File: src/rtl/cmd_block_scanner.sv
module cmd_block_scanner #(
  parameter int NUM_CH = 6,
  parameter int AW     = 6,
  localparam int CW    = (NUM_CH > 1) ? $clog2(NUM_CH) : 1
) (
  input  logic          clk,
  input  logic          rst_n,
  input  logic          host_req,
  input  logic          host_we,
  input  logic [AW-1:0] host_addr,
  input  logic [7:0]    host_wdata,
  output logic [7:0]    host_rdata,
  output logic          host_ready,
  output logic          ch_tx_valid,
  output logic [7:0]    ch_tx_data,
  output logic          ch_tx_last,
  output logic [CW-1:0] ch_sel,
  input  logic          ch_rx_valid,
  input  logic [7:0]    ch_rx_data,
  input  logic          ch_done,
  input  logic          ch_absent,
  input  logic          ch_fmt_err
);
  localparam int DEPTH = 1 << AW;
  localparam int PW    = AW + 8;

  typedef enum logic [2:0] {S_IDLE, S_T, S_R, S_TX, S_RX, S_END} st_t;

  st_t           st;
  logic [7:0]    mem [DEPTH];
  logic [PW-1:0] ptr, rpos, nxt;
  logic [6:0]    tcnt, rcnt;
  logic [5:0]    rlen;
  logic [AW:0]   ch;
  logic [7:0]    rdata_q;

  wire       in_rng   = int'(ptr) < DEPTH;
  wire [7:0] cur      = in_rng ? mem[ptr[AW-1:0]] : 8'h00;
  wire       ch_ok    = int'(ch) < NUM_CH;
  wire [7:0] sem_byte = mem[DEPTH-1];
  wire       len_bad  = rcnt != {1'b0, rlen};

  assign host_ready  = st == S_IDLE;
  assign host_rdata  = rdata_q;
  assign ch_tx_valid = st == S_TX;
  assign ch_tx_data  = cur;
  assign ch_tx_last  = (st == S_TX) && (tcnt == 7'd1);
  assign ch_sel      = ch[CW-1:0];

  always_ff @(posedge clk) begin
    if (!rst_n) begin
      st      <= S_IDLE;
      ptr     <= '0;
      rpos    <= '0;
      nxt     <= '0;
      tcnt    <= '0;
      rcnt    <= '0;
      rlen    <= '0;
      ch      <= '0;
      rdata_q <= '0;
      for (int i = 0; i < DEPTH; i++) mem[i] <= 8'h00;
    end else begin
      case (st)
        S_IDLE: begin
          if (host_req) begin
            if (host_we) mem[host_addr] <= host_wdata;
            else         rdata_q        <= mem[host_addr];
          end
          if (sem_byte[0]) begin
            st  <= S_T;
            ptr <= '0;
            ch  <= '0;
          end
        end
        S_T: begin
          if (!in_rng || cur == 8'hFE) st <= S_END;
          else if (cur[7]) ptr <= ptr + PW'(1);
          else if (cur == 8'h00) begin
            ch  <= ch + (AW+1)'(1);
            ptr <= ptr + PW'(1);
          end else begin
            tcnt <= cur[6:0];
            ptr  <= ptr + PW'(1);
            st   <= S_R;
          end
        end
        S_R: begin
          if (!in_rng) st <= S_END;
          else begin
            rpos <= ptr;
            rlen <= cur[5:0];
            rcnt <= '0;
            nxt  <= ptr + PW'(tcnt) + PW'(cur[5:0]) + PW'(1);
            if (ch_ok) begin
              ptr <= ptr + PW'(1);
              st  <= S_TX;
            end else begin
              mem[ptr[AW-1:0]] <= {2'b10, cur[5:0]};
              ptr <= ptr + PW'(tcnt) + PW'(cur[5:0]) + PW'(1);
              ch  <= ch + (AW+1)'(1);
              st  <= S_T;
            end
          end
        end
        S_TX: begin
          ptr  <= ptr + PW'(1);
          tcnt <= tcnt - 7'd1;
          if (tcnt == 7'd1) st <= S_RX;
        end
        S_RX: begin
          if (ch_done) begin
            mem[rpos[AW-1:0]] <= {ch_absent, !ch_absent && (ch_fmt_err || len_bad), rlen};
            ptr <= nxt;
            ch  <= ch + (AW+1)'(1);
            st  <= S_T;
          end else if (ch_rx_valid) begin
            if (rcnt < {1'b0, rlen}) begin
              if (in_rng) mem[ptr[AW-1:0]] <= ch_rx_data;
              ptr <= ptr + PW'(1);
            end
            if (rcnt != 7'h7F) rcnt <= rcnt + 7'd1;
          end
        end
        default: begin
          mem[DEPTH-1] <= 8'h00;
          st <= S_IDLE;
        end
      endcase
    end
  end
endmodule

File: config.mk
export PLATFORM = sky130hd
export DESIGN_NAME = cmd_block_scanner
export DESIGN_NICKNAME = d
export VERILOG_FILES = /design/src/rtl/cmd_block_scanner.sv
export SDC_FILE = /design/constraint.sdc
export NUM_CORES = 1
export LEC_CHECK = 0
export CAP_MARGIN = 25
export CORE_ASPECT_RATIO = 1.25
export CORE_UTILIZATION = 54
export CTS_CLUSTER_DIAMETER = 30
export DETAILED_ROUTE_END_ITERATION = 10
export DONT_BUFFER_PORTS = 1
export GPL_TIMING_DRIVEN = 0
export PLACE_DENSITY_LB_ADDON = 0.2
export SLEW_MARGIN = 30
export SYNTH_ARGS = -nofsm -noshare
export SYNTH_HDL_FRONTEND = slang
export SYNTH_SLANG_ARGS = --single-unit
File: constraint.sdc
create_clock -name clk -period 4.1 [get_ports clk]
set_clock_uncertainty 0.1 [all_clocks]
set_input_delay 0.82 -clock clk [delete_from_list [all_inputs] [get_ports clk]]
set_output_delay 0.82 -clock clk [all_outputs]
set_load 0.1 [all_outputs]
======== Yosys cells after proc, flatten, opt, wreduce, memory -nomap -nowiden ========
Memory sizes are Yosys's and may differ from the RTL's. A register that Yosys moved wholly into a read port is not among the register bits.
Index checks and enable logic that the tools add are counted.
word-level totals
  bits in registers ....................... 64
  latch bits .............................. 0
  bits in writable memories ............... 512
  memory bits (read-only) ................. 0
  input port bits ......................... 30
  output and inout bits ................... 22
  logic and storage cells ................. 143
  memories kept ........................... 1
memories
  name  words  width  rd ports  clocked after memory_dff  write ports  RTL line  RTL
  mem   64     8      3         2                         64           30        logic [7:0] mem [DEPTH];
operators by class
  $add $sub $neg .......................... 7
  $mul .................................... 0
  div/mod/pow operators ................... 0
  $lt $le $gt $ge ......................... 3
  equal/unequal tests ..................... 24
  shift-type cells ........................ 0
  mux-type cells .......................... 73
  bitwise gates (word level) .............. 3
  reduce and logical (&&, ||, !) cells .... 24
operators by type and width
  operator                                                      count
  2-to-1 mux 14 bit                                             7
  2-to-1 mux 7 bit                                              14
  one-hot mux 14 bit (5 select lines)                           1
  2-to-1 mux 8 bit                                              6
  2-to-1 mux 6 bit                                              5
  adder 14 x 1 -> 14 bit (second input constant)                2
  2-to-1 mux 1 bit                                              28
  one-hot mux 7 bit (2 select lines)                            2
  one-hot mux 7 bit (4 select lines)                            1
  OR reduction 8 bit                                            3
  2-to-1 mux 3 bit                                              7
  inequality test 2 bit (second input constant)                 10
  one-hot mux 3 bit (5 select lines)                            1
  adder 14 x 6 -> 14 bit                                        1
  adder 14 x 7 -> 14 bit                                        1
  adder 7 x 1 -> 7 bit (second input constant)                  2
  less-than comparator 14 x 7 -> 1 bit (second input constant)  1
  inequality test 3 bit (second input constant)                 4
  AND reduction 5 bit                                           2
  equality test 8 bit (second input constant)                   1
  zero test 8 bit                                               1
  AND reduction 8 bit                                           1
  equality test 7 x 1 -> 1 bit (second input constant)          1
  less-than comparator 7 x 3 -> 1 bit (second input constant)   1
  other kinds (23)                                              31

======== Longest topological paths before layout ========
Gate-level depths: netlist of the first run.
  depth after elaboration ................. 12
  gate-level depth with buffers ........... 25

======== Least setup slack after synthesis of the first run ========
Ideal clock, no wire load.
  kind .................................... reg2reg
  start point ............................. reg (tool-made name)
  end point ............................... reg ptr[12]
  setup time .............................. 117 ps
  arrival time ............................ 5129 ps
  slack ................................... -1246 ps
  cell stages (with the launch flop) ...... 22
  clock period less this slack ............ 5346 ps
  cells stage by stage .................... dfxtp_1 buf_6 buf_6 buf_6 mux2i_1 a22oi_1 nand2_1 a21oi_1 a41oi_2 nor2_1 fa_1 ha_1 inv_1 nor2_1 nor2_1 o21bai_1 a21oi_1 o21bai_1 a21oi_1 nand2b_1 o41ai_1 a32o_1
RTL lines
  element               RTL line  RTL
  end signal, assigned  77        else if (cur[7]) ptr <= ptr + PW'(1);
  end signal, assigned  80        ptr <= ptr + PW'(1);
  end signal, assigned  83        ptr <= ptr + PW'(1);
  end, declared         31        logic [PW-1:0] ptr, rpos, nxt;

==> impl_metrics.csv, run 1 <==
group,metric,value,unit
drt,drtPass1Iterations,7,
logic_synthesis,syn_inst,2635,
logic_synthesis,netlist.area_leader.share,47.5,%
drt,postRouteAntennaNets,0,
logic_synthesis,ys_async_sr_fraction,0,%
pwr,p_int,16.0,mW
global_routing,grt_pass1_vias,25742,
worst_setup_path,crit_slowest_cell,"fa_2",
die,row_count,100,
final_layout,fin_area,40300,sq um
worst_setup_path,worstPathMaxFanout,10,
die,io_pins,52,
drt,wirelength,135,mm
global_routing,grt_usage,44.4,%
logic_synthesis,synthFlopType,"edfxtp_1",
worst_setup_path,slowest_delay,0.76,ns
clock_tree,cts_tree,"built",
worst_setup_path,crit_top_cell,"a21oi_2",
sta,setup_viol,58,
clock_tree,clockRootBuffer,"clkbuf_16",
sta,finalHoldViolations,0,
drt,routed_via_density,7.10,
pwr,clockPowerShare,37.2,%
pwr,p_leak,15.2,nW
sta,rsz0062_at_grt,"true",
logic_synthesis,synth.distinct_cells,86,
clock_tree,cts_max_level,3,
final_layout,stdcell_count,3736,
worst_setup_path,path_buf_inv,3,
die,core,59400,sq um
logic_synthesis,syn_area_per_cell,12.3,sq um
logic_synthesis,synth_edf_count,512,
hold_path,holdCritPathClass,"in2reg",
clock_tree,clk_pin_slew,0.05,ns
placed_design,placed_area,33900,sq um
logic_synthesis,syn-cell-area,32400,sq um
die,initial_core_util,54.5,%
worst_setup_path,crit_chain,"buf_4 -> nor2_4 -> clkbuf_4 -> a22oi_1 -> nand3_1 -> o21ai_2 -> nor2_4 -> a21oi_4 -> nand2_4 -> clkinvlp_4 -> fa_2 -> ha_4 -> a21oi_2 -> nor2_1 -> nor2_1 -> o21bai_1 -> a21oi_2 -> o21bai_1 -> a21oi_2 -> nand2b_4 -> o41ai_2 -> a32o_1",
placed_design,dp_hpwl,95.4,mm
sta,fin_crit,5.33,ns
pwr,comb_power_share,34.9,%
worst_setup_path,crit_type,"reg2reg",
logic_synthesis,yosysWarnings,0,
logic_synthesis,ys_ff_latch,590,
sta,fmax,188,MHz
logic_synthesis,synth.top_cells.by_area,"edfxtp_1, mux4_2, nor2_1, mux2i_1, dfxtp_1",
worst_setup_path,worst-endpoint-required,4.56,ns
sta,drv_slew,0,
sta,fin_crit_sh,130,%
final_layout,nNetsFinal,2924,
logic_synthesis,synth_fp_nets,2692,
clock_tree,cts_hold_buf,0,
run_status,status,"complete, but fails checks",
flow_run,drv_cap,0,
die,die_width,221,um
logic_synthesis,synth-seq-area-share,52.3,%
final_layout,multiInputGateArea,15300,sq um
drt,drcViolationCount,0,
worst_setup_path,worstPathArrival,5.79,ns
clock_tree,cts.sinks,590,
global_routing,antenna_found_initial,7,
clock_tree,clk_latency,0.70,ns
final_layout,final_layout_size_suffix_gt1_share,31.0,%
drt,vias,26524,
pwr,switching_power,9.46,mW
worst_setup_path,crit_path_start_kind,"register",
drt,wl_per_cell,36.2,um
placed_design,io_buffers,0,
pwr,swShare,37.1,%
global_routing,grt_overflow,0,
sta,fin_ws,-1.23,ns
logic_synthesis,yosysTopAreaCell,"edfxtp_1",
drt,dr.first_iter.drc_count,4249,
pwr,peakVddDrop,0.000445,V
pwr,powerDensity,633,nW/um^2
placed_design,pre_cts_slack,-2.46,ns
sta,worst_slew_pin_slew,1.21,ns
placed_design,dp.cells,3422,
global_routing,grt_max_degree,17,
sta,relSlewSlack,19.1,%
final_layout,seqCellArea,16900,sq um
final_layout,n_fill_cell,4238,
clock_tree,numCtsBuffers,113,
die,fp.dieH,276,um
clock_tree,clk_path_buf_depth,3,
run_status,violations,"setup timing",
pwr,p_seq_share,27.9,%
die,die-area,60900,sq um
global_routing,grt_pass1_wl,187,mm
final_layout,area_growth,24.4,%
placed_design,gp_congestion,1.04,
worst_setup_path,endpoint_kind,"register",
worst_setup_path,crit_family,"compound AO/OA/AOI/OAI gates",
==> worst reg2reg max path, cell delays in order (launching register included) <==
cell	delay (ns)
dfxtp_1	0.32
buf_4	0.23
nor2_4	0.21
clkbuf_4	0.39
a22oi_1	0.21
nand3_1	0.23
o21ai_2	0.14
nor2_4	0.25
a21oi_4	0.10
nand2_4	0.11
clkinvlp_4	0.47
fa_2	0.76
ha_4	0.23
a21oi_2	0.12
nor2_1	0.05
nor2_1	0.13
o21bai_1	0.11
a21oi_2	0.15
o21bai_1	0.10
a21oi_2	0.27
nand2b_4	0.21
o41ai_2	0.07
a32o_1	0.25
==> cell usage after synthesis (15+ instances only) <==
cell and instances:
buf_4 17, clkbuf_1 116, o22ai_1 15, nor3_4 16, buf_1 28, edfxtp_1 512, nor2_1 598, o21ai_0 34
a22oi_1 100, mux2i_1 216, inv_1 44, dfxtp_1 78, a21oi_1 62, nand2_1 193, nor3_1 27, nand2_4 56
ha_1 21, nand3_1 37, buf_2 22, mux4_2 197
==> cell families after synthesis <==
| logic type | Yosys count | synth area share, % |
|---|---|---|
| AO/OA/AOI/OAI | 330 | 7.42 |
| adder cells (fa/ha/maj) | 27 | 1.18 |
| XOR/XNOR | 19 | 0.514 |
| flip-flops | 590 | 52.3 |
| AND/OR/NAND/NOR | 1011 | 14.7 |
| multiplexers | 417 | 20.5 |
| buffers and inverters | 241 | 3.36 |
==> registers in the layout (all words and copies together) (netlist names), named ones only <==
signal      cells
host_rdata      8
rpos            6
rlen            6
tcnt            7
nxt            14
ch              7
st              3
ptr            14
rcnt            7
mem           512
==> what timing repair did <==
action	4_1_cts	5_1_grt
buffers inserted	82	19
gates resized for setup	239	138
setup endpoints to repair	994	798
gates cloned	3	0
pin swaps	53	49
==> stage by stage <==
| stage | util (%) | TNS, ns | total power, mW | hold WS [ns] |
|---|---|---|---|---|
| floorplan | - | -6.77 | 11.4 | 0.331 |
| finish | 67.8 | -27.80 | 25.5 | 0.256 |
| detailed placement | 57.1 | -530.87 | 14.0 | 0.347 |
| global route | 67.8 | -30.03 | 25.8 | 0.284 |
| CTS | 66.7 | -22.63 | 24.6 | 0.209 |
| global placement | 56.3 | -1258.25 | 13.7 | 0.338 |
==> per-layer routing <==
layer,share of wire (%),up-vias,GRT usage [%]
met5,0.021,-,0
met4,9.7,4,37.9
met3,14,633,14.3
met2,45,2340,69.5
met1,32,13136,49.9
li1,-,10411,-
==> final cells by class <==
type	instances	share of cell area (%)
diodes	4	0.0248
plain buffers	191	3.80
clock buffers	136	7.68
clock inverters	79	2.04
inverters	46	0.457
multi-input cells	1804	38.0
flip-flops and latches	590	42.1
well taps	765	2.38
repair buffers	121	3.55
==> worst paths after layout <==
check                           cells past startpoint     start       to  slack, ns
worst max-delay path                               22  register  ptr[12]      -1.23
worst min-delay path                                2     rst_n    st[2]       0.26
worst max register to register                     22  register  ptr[12]      -1.23
worst min register to register                      2   rpos[3]  rpos[3]       0.36
==> cells in the final DEF (no fill, tap or decap), types with 13 or more instances in the layout <==
| cell | instances |
|---|---|
| mux2i_1 | 207 |
| buf_12 | 29 |
| nand2_4 | 58 |
| clkinvlp_4 | 13 |
| nand2_1 | 146 |
| mux4_2 | 197 |
| dfxtp_1 | 76 |
| nand3_1 | 34 |
| clkbuf_1 | 76 |
| clkbuf_8 | 13 |
| a21oi_2 | 20 |
| nor3_1 | 20 |
| ha_1 | 17 |
| buf_6 | 22 |
| inv_1 | 40 |
| clkbuf_2 | 25 |
| buf_2 | 31 |
| buf_16 | 20 |
| o21ai_0 | 20 |
| a21oi_1 | 36 |
| nor2_1 | 587 |
| clkinv_2 | 21 |
| nand2_2 | 54 |
| clkbuf_16 | 120 |
| a22oi_1 | 92 |
| nor3_4 | 18 |
| edfxtp_1 | 512 |
| buf_4 | 83 |
==> power groups by stage <==
| stage | logic [mW] | clock network [mW] | registers [mW] |
|---|---|---|---|
| final | 8.89 | 9.48 | 7.11 |
| after global routing | 8.97 | 9.69 | 7.13 |
| after CTS | 8.08 | 9.42 | 7.09 |
| after detailed placement | 6.79 | 0 | 7.20 |
| after global placement | 6.52 | 0 | 7.18 |
| after floorplan | 4.27 | 0 | 7.09 |
Power figures use the tool's default switching activity.
==> run 2, diff against run 1 <==
--- a/config.mk
+++ b/config.mk
@@ -8,6 +8,7 @@
 export CAP_MARGIN = 25
 export CORE_ASPECT_RATIO = 1.25
 export CORE_UTILIZATION = 54
+export CTS_BUF_LIST = sky130_fd_sc_hd__clkbuf_8 sky130_fd_sc_hd__clkbuf_16
 export CTS_CLUSTER_DIAMETER = 30
 export DETAILED_ROUTE_END_ITERATION = 10
 export DONT_BUFFER_PORTS = 1
==> run 2 against run 1 <==
The run still ends with setup timing left; register-to-register slack about the same; global-route usage unchanged; non-clock buffer count unchanged; sequential share of layout area about the same; first-iteration DRC count increased by 0.73%; fmax about the same; flip-flop and latch count unchanged; clock power about the same; total power decreased by 0.13%; critical path depth increased by 2; cell count about the same; critical endpoint is now ptr[9]; largest cell class unchanged.
==> impl_metrics.csv, run 2 (synthesis gave the netlist of run 1 again) <==
group,metric,value,unit
die,die_width,221,um
final_layout,fin_area,40300,sq um
die,fp.dieH,276,um
die,die-area,60900,sq um
placed_design,dp_hpwl,95.4,mm
worst_setup_path,crit_type,"reg2reg",
worst_setup_path,worstPathArrival,5.80,ns
final_layout,final_layout_size_suffix_gt1_share,31.0,%
sta,finalHoldViolations,0,
sta,whs,0.250,ns
worst_setup_path,slowest_delay,0.73,ns
global_routing,grt_pass1_vias,25742,
run_status,violations,"setup timing",
sta,rsz0062_at_grt,"true",
global_routing,grt_overflow,0,
die,initial_core_util,54.5,%
pwr,powerDensity,632,nW/um^2
worst_setup_path,endpoint_kind,"register",
worst_setup_path,crit_path_start_kind,"register",
clock_tree,clk_pin_slew,0.05,ns
die,row_count,100,
clock_tree,cts_tree,"built",
sta,setup_viol,57,
drt,drtPass1Iterations,6,
final_layout,largest_reg_flops,512,
clock_tree,clk_latency,0.70,ns
final_layout,reg_top3,"mem: 512 flops, nxt: 14 flops, ptr: 14 flops",
pwr,p_leak,15.3,nW
drt,wirelength,135,mm
hold_path,holdCritPathClass,"in2reg",
clock_tree,cts.sinks,590,
drt,drcViolationCount,0,
die,io_pins,52,
clock_tree,cts_max_level,3,
placed_design,pre_cts_slack,-2.46,ns
sta,drv_slew,0,
clock_tree,clk_path_buf_depth,3,
sta,fin_crit_sh,130,%
drt,wl_per_cell,36.2,um
final_layout,area_growth,24.4,%
worst_setup_path,crit_top_cell,"buf_16",
hold_path,holdPathStages,2,
worst_setup_path,crit_slowest_cell,"fa_1",
drt,postRouteAntennaNets,0,
global_routing,grt_max_degree,17,
final_layout,layout_commonest_cell,"nor2_1",
clock_tree,numCtsBuffers,113,
pwr,peakVddDrop,0.000446,V
global_routing,grt_usage,44.4,%
hold_path,whs_endpoint,"st[2]",
drt,vias,26605,
worst_setup_path,rr_endpoint,"ptr[9]",
final_layout,nNetsFinal,2924,
die,core,59400,sq um
placed_design,io_buffers,0,
clock_tree,cts_hold_buf,0,
worst_setup_path,worstPathMaxFanout,5,
clock_tree,clockRootBuffer,"clkbuf_16",
sta,fmax,187,MHz
sta,relSlewSlack,18.3,%
worst_setup_path,crit_chain,"buf_12 -> buf_16 -> buf_16 -> buf_16 -> mux2i_2 -> a22oi_2 -> nand2_2 -> o22ai_4 -> nor2_4 -> mux2i_4 -> nand2_2 -> clkinvlp_4 -> fa_1 -> ha_1 -> a21o_1 -> a21oi_2 -> o21bai_1 -> a21oi_2 -> o21bai_2 -> a41oi_2 -> o21ai_1 -> a221oi_2 -> nor2_1 -> o221a_2",
global_routing,antenna_found_initial,7,
drt,dr.first_iter.drc_count,4280,
flow_run,drv_cap,0,
sta,fin_crit,5.34,ns
hold_path,hold_start,"rst_n",
drt,routed_via_density,7.12,
worst_setup_path,r2r_setup_slack,-1.24,ns
placed_design,placed_area,33900,sq um
worst_setup_path,worst-endpoint-required,4.56,ns
final_layout,top_register,"mem",
worst_setup_path,r2r_cells,24,
run_status,status,"complete, but fails checks",
placed_design,gp_congestion,1.04,
sta,worst_slew_pin_slew,1.23,ns
sta,fin_ws,-1.24,ns
final_layout,final_cell_mix,"nor2_1, edfxtp_1, mux2i_1, mux4_2, nand2_1",
global_routing,grt_pass1_wl,187,mm
## run 2: cell types whose count changed in the layout (fill, tap and decap cells not counted), sizes merged
cell / before / now
inv: 61 / 73
clkbuf: 242 / 230
diode: 4 / 3
## run 2: routing by layer
| metal | GRT usage, % | part of all wire [%] | wire, um | vias to the layer above |
|---|---|---|---|---|
| li1 | - | - | - | 10413 |
| met1 | 49.9 | 32 | 42600 | 13193 |
| met5 | 0 | 0.021 | 28 | - |
| met3 | 14.3 | 14 | 18900 | 648 |
| met2 | 69.5 | 44 | 60200 | 2347 |
| met4 | 37.9 | 10 | 13600 | 4 |
## run 2: timing repair
| action | in CTS | in global routing |
|---|---|---|
| buffers inserted | 82 | 19 |
| cloned | 3 | 0 |
| pin swaps | 53 | 49 |
| endpoints found under the setup margin | 994 | 798 |
| gates resized for setup | 239 | 138 |
## run 2: power by group
part	leakage (nW)	internal (mW)	switching, mW
Clock	1.96	6.02	3.43
Combinational	7.41	3.16	5.72
Sequential	5.92	6.80	0.310
## run 2: cell type report
type | count | area [sq um]
antenna | 3 | 7.51
inverter | 46 | 184
tap | 765 | 957
buffer | 191 | 1530
multi-input combinational | 1804 | 15300
timing repair buffer | 121 | 1430
clock inverter | 91 | 868
fill | 4236 | 19200
clock buffer | 124 | 3050
sequential | 590 | 16900
## run 2: through the flow
stage	power [mW]	std cells	util [%]	TNS (ns)
after floorplan	11.4	2635	-	-6.77
after global routing	25.8	3733	67.8	-30.03
after global placement	13.7	3400	56.3	-1258.25
after detailed placement	14.0	3422	57.1	-530.87
final	25.4	3735	67.8	-27.69
after CTS	24.6	3717	66.7	-22.63
## run 2: worst max path at each step
stage	slack, ns	depth (start not counted)	end	from
floorplan	-0.62	24	ptr[13]	register
global placement	-2.44	22	ptr[13]	register
detailed placement	-2.46	24	ptr[13]	register
CTS	-1.18	24	ptr[12]	register
global route	-1.36	24	ptr[11]	register
finish	-1.24	24	ptr[9]	register
## run 2: worst max-delay path, delay by kind of cell (launching register included)
kind / cells / cell delay [ns]
buffers and inverters: 5 / 1.05
flip-flops: 1 / 0.37
AO/OA/AOI/OAI: 11 / 1.80
AND/OR/NAND/NOR: 4 / 0.54
adder cells (fa/ha/maj): 2 / 0.97
multiplexers: 2 / 0.40
